[src/rtl/gint_pkg.sv]
package gint_pkg;
  localparam int unsigned SMP_W = 12;
  localparam int unsigned LEN_W = 16;
  localparam int unsigned DLY_W = 16;
  localparam int unsigned N_WIN = 2;
  localparam int unsigned WIN_INT = 0;
  localparam int unsigned WIN_OFF = 1;
endpackage

[src/rtl/gint_window.sv]
module gint_window #(
  parameter int unsigned SMP_W = 12,
  parameter int unsigned LEN_W = 16,
  parameter int unsigned DLY_W = 16,
  parameter int unsigned ACC_W = SMP_W + LEN_W
) (
  input  logic             clk_i,
  input  logic             rst_ni,
  input  logic             start_i,
  input  logic             busy_i,
  input  logic [DLY_W-1:0] dly_i,
  input  logic [LEN_W-1:0] len_i,
  input  logic [SMP_W-1:0] sample_i,
  output logic [ACC_W-1:0] acc_o,
  output logic             active_o
);
  localparam int unsigned EXT_W = ACC_W - SMP_W;

  logic [DLY_W-1:0] dly_q;
  logic [LEN_W-1:0] len_q;
  logic [ACC_W-1:0] acc_q;
  logic             active_q;
  logic [ACC_W-1:0] smp_ext;

  assign smp_ext = {{EXT_W{sample_i[SMP_W-1]}}, sample_i};

  always_ff @(posedge clk_i or negedge rst_ni) begin
    if (!rst_ni) begin
      dly_q    <= '0;
      len_q    <= '0;
      acc_q    <= '0;
      active_q <= 1'b0;
    end else if (start_i) begin
      dly_q    <= dly_i;
      len_q    <= len_i;
      acc_q    <= '0;
      active_q <= (len_i != '0);
    end else if (active_q) begin
      if (dly_q != '0) begin
        dly_q <= dly_q - 1'b1;
      end else begin
        acc_q <= acc_q + smp_ext;
        len_q <= len_q - 1'b1;
        if (len_q == LEN_W'(1)) active_q <= 1'b0;
      end
    end
  end

  assign acc_o    = acc_q;
  assign active_o = active_q;

  // window only runs inside a measurement
  p_win_in_meas_r5: assert property (@(posedge clk_i) disable iff (!rst_ni)
    active_q |-> busy_i);

  // closed window holds its sum
  p_acc_idle_r3: assert property (@(posedge clk_i) disable iff (!rst_ni)
    (!active_q && !start_i) |=> $stable(acc_q));

endmodule

[src/rtl/gint_ctrl.sv]
module gint_ctrl #(
  parameter int unsigned N_WIN = 2,
  parameter int unsigned ACC_W = 28,
  parameter int unsigned RES_W = ACC_W + 1
) (
  input  logic             clk_i,
  input  logic             rst_ni,
  input  logic             trig_i,
  input  logic [N_WIN-1:0] win_active_i,
  input  logic [ACC_W-1:0] acc_int_i,
  input  logic [ACC_W-1:0] acc_off_i,
  output logic             start_o,
  output logic             busy_o,
  output logic             valid_o,
  output logic [RES_W-1:0] result_o
);
  localparam int unsigned PAD_W = RES_W - ACC_W;

  logic             busy_q;
  logic             valid_q;
  logic [RES_W-1:0] result_q;
  logic             start;
  logic             done;
  logic [RES_W-1:0] diff;

  assign start = trig_i & ~busy_q;
  assign done  = busy_q & ~(|win_active_i);
  assign diff  = {{PAD_W{acc_int_i[ACC_W-1]}}, acc_int_i}
               - {{PAD_W{acc_off_i[ACC_W-1]}}, acc_off_i};

  always_ff @(posedge clk_i or negedge rst_ni) begin
    if (!rst_ni) begin
      busy_q   <= 1'b0;
      valid_q  <= 1'b0;
      result_q <= '0;
    end else begin
      valid_q <= done;
      if (start) busy_q <= 1'b1;
      else if (done) busy_q <= 1'b0;
      if (done) result_q <= diff;
    end
  end

  assign start_o  = start;
  assign busy_o   = busy_q;
  assign valid_o  = valid_q;
  assign result_o = result_q;

  p_valid_pulse_r6: assert property (@(posedge clk_i) disable iff (!rst_ni)
    valid_q |=> !valid_q);

  p_busy_falls_r6: assert property (@(posedge clk_i) disable iff (!rst_ni)
    $rose(valid_q) |-> $fell(busy_q));

  p_busy_start_r2: assert property (@(posedge clk_i) disable iff (!rst_ni)
    $rose(busy_q) |-> $past(trig_i));

  p_hold_r9: assert property (@(posedge clk_i) disable iff (!rst_ni)
    !valid_q |-> $stable(result_q));

endmodule

[src/rtl/gated_integrator.sv]
module gated_integrator
  import gint_pkg::*;
#(
  parameter int unsigned SAMPLE_W = SMP_W,
  parameter int unsigned GLEN_W   = LEN_W,
  parameter int unsigned GDLY_W   = DLY_W
) (
  input  logic                clk_i,
  input  logic                rst_ni,
  input  logic                trig_i,
  input  logic [SAMPLE_W-1:0] sample_i,
  input  logic [GDLY_W-1:0]   int_dly_i,
  input  logic [GDLY_W-1:0]   off_dly_i,
  input  logic [GLEN_W-1:0]   gate_len_i,
  output logic [SAMPLE_W+GLEN_W:0] result_o,
  output logic                valid_o,
  output logic                busy_o
);
  localparam int unsigned ACC_W = SAMPLE_W + GLEN_W;
  localparam int unsigned RES_W = ACC_W + 1;

  logic              start;
  logic              busy;
  logic [N_WIN-1:0]  win_active;
  logic [ACC_W-1:0]  win_acc [N_WIN];
  logic [GDLY_W-1:0] win_dly [N_WIN];

  assign win_dly[WIN_INT] = int_dly_i;
  assign win_dly[WIN_OFF] = off_dly_i;

  for (genvar w = 0; w < N_WIN; w++) begin : g_win
    gint_window #(
      .SMP_W(SAMPLE_W),
      .LEN_W(GLEN_W),
      .DLY_W(GDLY_W),
      .ACC_W(ACC_W)
    ) u_win (
      .clk_i   (clk_i),
      .rst_ni  (rst_ni),
      .start_i (start),
      .busy_i  (busy),
      .dly_i   (win_dly[w]),
      .len_i   (gate_len_i),
      .sample_i(sample_i),
      .acc_o   (win_acc[w]),
      .active_o(win_active[w])
    );
  end

  gint_ctrl #(
    .N_WIN(N_WIN),
    .ACC_W(ACC_W),
    .RES_W(RES_W)
  ) u_ctrl (
    .clk_i       (clk_i),
    .rst_ni      (rst_ni),
    .trig_i      (trig_i),
    .win_active_i(win_active),
    .acc_int_i   (win_acc[WIN_INT]),
    .acc_off_i   (win_acc[WIN_OFF]),
    .start_o     (start),
    .busy_o      (busy),
    .valid_o     (valid_o),
    .result_o    (result_o)
  );

  assign busy_o = busy;

endmodule

[config.mk]
export PLATFORM = sky130hd
export DESIGN_NAME = gated_integrator
export DESIGN_NICKNAME = d
export VERILOG_FILES = /design/src/rtl/gint_pkg.sv /design/src/rtl/gint_window.sv /design/src/rtl/gint_ctrl.sv /design/src/rtl/gated_integrator.sv
export SDC_FILE = /design/constraint.sdc
export NUM_CORES = 1
export LEC_CHECK = 0
export ABC_AREA = 0
export BUFFER_PORTS_ARGS = -buffer_cell sky130_fd_sc_hd__clkbuf_2
export CORE_ASPECT_RATIO = 1.75
export CORE_MARGIN = 3
export CORE_UTILIZATION = 60
export DETAILED_ROUTE_END_ITERATION = 8
export GPL_ROUTABILITY_DRIVEN = 0
export HOLD_SLACK_MARGIN = 0.02
export PLACE_DENSITY = 0.8
export SLEW_MARGIN = 5
export SYNTH_ARGS = -nofsm -noshare
export SYNTH_HDL_FRONTEND = slang
export SYNTH_SLANG_ARGS = --single-unit
[constraint.sdc]
create_clock -name clk_i -period 3.75 [get_ports clk_i]
set_input_delay 0.5625 -clock clk_i [delete_from_list [all_inputs] [get_ports clk_i]]
set_output_delay 0.5625 -clock clk_i [all_outputs]
set_load 0.01 [all_outputs]
---- Yosys cells after proc, flatten, opt, wreduce, memory -nomap -nowiden ----
Index checks and enable logic that the tools add are counted.
word-level totals
  flip-flop bits (word level) ............. 153
  word-level logic and storage cells ...... 67
operators by class
  bitwise operators ....................... 4
  reduce and logical (&&, ||, !) cells .... 13
  add/sub/neg operators ................... 7
  muxes and demuxes ....................... 28
  eq/ne operators ......................... 4
operators with widths
  kind                                                count
  two-way mux 16 bit                                  12
  two-way mux 28 bit                                  6
  subtractor 16 x 1 -> 16 bit, second input constant  4
  adder 28 bit                                        2
  nonzero test 16 bit                                 3
  == test 16 x 1 -> 1 bit, second input constant      2
  subtractor 28 x 28 -> 29 bit                        1
  two-way mux 1 bit                                   10
  nonzero test 2 bit                                  5
  AND reduction 2 bit                                 4
  bitwise AND 1 bit                                   2
  != test 2 x 1 -> 1 bit, second input constant       1
  != test 2 bit, second input constant                1
  NOT 1 bit                                           2
  OR reduction 2 bit                                  1

---- Logic depth before layout (Yosys ltp) ----
  word-level depth ........................ 5
  mapped depth ............................ 12
  gate-level depth less buffers ........... 12

---- Cells and area by module ----
From an unflattened synthesis, not the netlist that was laid out.
second synthesis, totals
  cell total of the unflattened synthesis .. 1389
  area total of the unflattened synthesis .. 11653.7 um^2
modules (own cells, without submodules)
  module                         times used  cells an instance  sequential area each (um^2)  area each (um^2)
  gint_window at g_win[0].u_win  1           524                1526.5                       4506.8
  gint_window at g_win[1].u_win  1           528                1526.5                       4453.0
  gint_ctrl                      1           337                775.7                        2693.8

---- Worst setup path before layout ----
Ideal clock, no wire load.
  path kind ............................... input-to-reg
  start point ............................. input sample_i[0]
  end point ............................... register g_win[0].u_win.acc_q[26]
  setup slack ............................. 0.759 ns
  buffers on the path ..................... 0
  stages on the path ...................... 11
  required time ........................... 3.627 ns
  data arrival time ....................... 2.868 ns
  path through ............................ ha_1 -> fa_1 -> a21oi_1 -> o2111ai_1 -> a311o_1 -> and2_1 -> a31oi_1 -> o21ai_0 -> o31ai_1 -> xor2_1 -> a21oi_1
between the ends
  longest elaborated chain between the ends .. 4
ends and longest elaborated chain
  item                  line                    source
  start, declared       gated_integrator.sv:11  input logic [SAMPLE_W-1:0] sample_i,
  adder 28 bit          gint_window.sv:42       acc_q <= acc_q + smp_ext;
  two-way mux 28 bit    gint_window.sv:39       if (dly_q != '0) begin
  two-way mux 28 bit    gint_window.sv:38       end else if (active_q) begin
  two-way mux 28 bit    gint_window.sv:33       end else if (start_i) begin
  end signal, assigned  gint_window.sv:42
  end, declared         gint_window.sv:21       logic [ACC_W-1:0] acc_q;
No other way between the ends. The select of a mux whose other input is x is not followed.
A chain may end at the register's enable or synchronous reset.

---- Worst setup path after layout ----
  start point ............................. register g_win[1].u_win.acc_q[1]
  end point ............................... register u_ctrl.result_q[21] (netlist: u_ctrl.result_o[21])
between the ends
  longest elaborated chain between the ends .. 1
ends and longest elaborated chain
  item                          line               source
  start, declared               gint_window.sv:21
  start signal, assigned        gint_window.sv:42
  subtractor 28 x 28 -> 29 bit  gint_ctrl.sv:29    - {{PAD_W{acc_off_i[ACC_W-1]}}, acc_off_i};
  end signal, assigned          gint_ctrl.sv:40    if (done) result_q <= diff;
  end, declared                 gint_ctrl.sv:21    logic [RES_W-1:0] result_q;
No other way between the ends.

==> flow_summary.toml <==
[drt]
antenna_left = 0
dr_total_vias = 9722
drc = 0
first_pass_iters = 5
avgViaCountPerCell = 6.00
drt_iter0_markers = 570
drt-total-wl_um = 25900
wl_per_cell_um = 16.0

[layout]
area_growth_pct = 12.2
nets = 1531
antenna_cells = 0
final_common_cell = "nand2_1"
layout-drive-gt1-share_pct = 11.8
layout_common_cells = "nand2_1, dfrtp_1, a21oi_1, o21ai_0, clkbuf_2"
fin_util_pct = 69.1

[placed_design]
port_buffers = 93
place_hpwl_um = 19000

[clock_network]
clk_pin_slew_ns = 0.07
cts_made_buffers = 17
ctsLongestPathBuffers = 2
cts_setup_buffers = 0
cts_sinks = 153
hold_buffers = 0
cts_tree = "built"
post_cts_resized = 0
h-tree-depth = 4
cts_root_buf = "clkbuf_16"
clock_latency_ns = 0.43

[yosys]
synth.avg_cell_area_sq_um = 8.37
synth_flop_cell = "dfrtp_1"
syn-num-nets = 1454
netlist-cell-type-count = 66
syn-cell-area_sq_mm = 0.0109
async_reset_ff_share_pct = 100
yosysSeqAreaShare_pct = 35.3
synthTopCellsByArea = "dfrtp_1, ha_1, a21oi_1, nand2_1, xnor2_1"
postSynthCellCount = 1298
yosysWarnings = 0
ys_ff_latch = 153
synth_enable_flop_cells = 0
synth_top_area_share_pct = 35.3
yosys.area.top_type = "dfrtp_1"

[sta]
layout_min_cycle_time_ns = 3.27
max_freq_mhz = 306
timing.slew.headroom_pct = 40.4
tightestPinTransition_ns = 0.894
hold_ws_ns = 0.176
fin_skew_ns = 0.0146
fin_tns_setup_ns = 0
setup_viol = 0
rsz0062_at_grt = "no"
report.final.slew_viol_count = 0
fin_crit_sh_pct = 87.3
hold_viol = 0

[power]
power.leakage_nw = 5.57
ir_drop_mv = 0.358
switchingPower_w = 0.00229
cellPowerDensity_mw_per_mm2 = 523
comb_power_share_pct = 31.8
clkPwrFrac_pct = 28.1
seq_power_share_pct = 40.0
internal_power_w = 0.00408
switching_share_pct = 36.0

[grt]
grt_pass1_vias = 9626
grt_usage_pct = 26.7
grt_max_degree = 109
antenna_found_initial = 0
gr-total-overflow = 0
grt_pass1_wl_um = 43400

[setup_path]
cp_data_arrival_time_ns = 3.61
critical_path_required_ns = 4.08
worstPathMaxFanout = 5
start_kind = "register"
critPathCaptureType = "register"
path_class = "register to register"

[floorplanning]
fp.coreArea_sq_mm = 0.0176
die_h_um = 184
start_util_pct = 61.6
ios = 94
dieArea_sq_mm = 0.0198
die_w_um = 108
placementRows = 64

[run]
cap_violations = 0

[worst_hold_path]
hp-class = "input port to async pin"

[status]
status = "finished, final reports clean"
[metrics by stage]
| step | total power, W | instances | setup slack (ns) | cell area, sq um |
|---|---|---|---|---|
| 6_report | 0.00637 | 1619 | 0.477 | 12200 |
| 5_1_grt | 0.00681 | 1619 | 0.331 | 12200 |
| 4_1_cts | 0.00639 | 1619 | 0.518 | 12200 |
| 3_5_place_dp | 0.00459 | 1587 | 0.293 | 11600 |
| 3_3_place_gp | 0.00449 | 1587 | 0.289 | 11600 |
| 2_1_floorplan | 0.00397 | 1298 | 0.759 | 10900 |
[power groups by stage]
stage | combinational, W | clock [W] | sequential (W)
after floorplan | 0.00141 | 0 | 0.00255
after global placement | 0.00196 | 0 | 0.00254
after detailed placement | 0.00202 | 0 | 0.00257
after CTS | 0.00204 | 0.00181 | 0.00255
after global routing | 0.00231 | 0.00188 | 0.00262
final | 0.00203 | 0.00179 | 0.00255
[registers in the layout (all words and copies together), names as in the netlist]
signal / flops
g_win.u_win.dly_q: 32
u_ctrl.valid_o: 1
g_win.u_win.active_o: 2
g_win.u_win.len_q: 32
g_win.u_win.acc_o: 56
u_ctrl.result_o: 29
u_ctrl.busy_o: 1
[critical path: stages (launching register included)]
cell and delay (ns):
dfrtp_1 0.49, inv_1 0.09, ha_1 0.29, nand2b_1 0.07
a21oi_1 0.18, o21ai_0 0.16, a211oi_1 0.43, o221ai_1 0.27
a21oi_1 0.21, buf_4 0.16, a31oi_1 0.10, or4b_2 0.64
o2111ai_1 0.09
[per-layer routing]
layer  vias to the layer above  routed length [um]  GRT usage [%]
li1                       4755                   -              -
met1                      4645               10100           29.5
met2                       251               14100           50.9
met3                        71                 863           3.02
met4                         0                 791           10.8
met5                         -                   0              0
[synthesized netlist by cell type (all sizes together), types with 5 or more instances]
cell / instances
a31oi: 14
o21ai: 106
o22ai: 5
and2: 10
or4: 6
nand2b: 15
a211oi: 13
nor2: 76
nand3: 30
and3: 14
xnor2: 73
dfrtp: 153
nand4: 15
o211ai: 5
nor2b: 11
buf: 5
o21bai: 9
a31o: 6
nor4: 20
ha: 90
nor3: 26
nand2: 185
clkbuf: 45
a21oi: 146
or3: 14
or2: 9
inv: 59
xor2: 48
mux2i: 6
a21o: 32
[final timing paths]
check,from,endpoint,slack (ns),cells past startpoint
max,g_win[1].u_win.acc_o[1]$_DFFE_PN0P_,u_ctrl.result_o[21]$_DFFE_PN0P_,0.48,12
min,rst_ni,u_ctrl.result_o[0]$_DFFE_PN0P_,0.18,1
max reg2reg,g_win[1].u_win.acc_o[1]$_DFFE_PN0P_,u_ctrl.result_o[21]$_DFFE_PN0P_,0.48,12
min reg2reg,u_ctrl.result_o[18]$_DFFE_PN0P_,u_ctrl.result_o[18]$_DFFE_PN0P_,0.48,2
max in group asynchronous,rst_ni,g_win[1].u_win.len_q[15]$_DFFE_PN0P_,2.70,2
min in group clk_i,off_dly_i[8],g_win[1].u_win.dly_q[8]$_DFFE_PN0P_,0.34,3
[cell type report]
class / count / area (sq um)
clock buffers: 20 / 437
clock inverters: 12 / 164
fillers: 1456 / 5440
inverters: 60 / 225
multi-input cells: 1035 / 6630
flip-flops and latches: 153 / 3830
well taps: 231 / 289
repair buffers: 108 / 609
[logic make-up after synthesis]
| kind of cell | count (synthesis) | synth area share, % |
|---|---|---|
| DFF | 153 | 35.3 |
| muxes | 7 | 0.657 |
| and+or+nand+nor | 444 | 19.6 |
| xor gates and xnor gates | 121 | 9.76 |
| AOI/OAI and AO/OA | 370 | 20.0 |
| adders and majority gates | 93 | 10.9 |
| buffers and inverters | 110 | 3.84 |
Note: power is estimated with default switching activity, not from simulation.
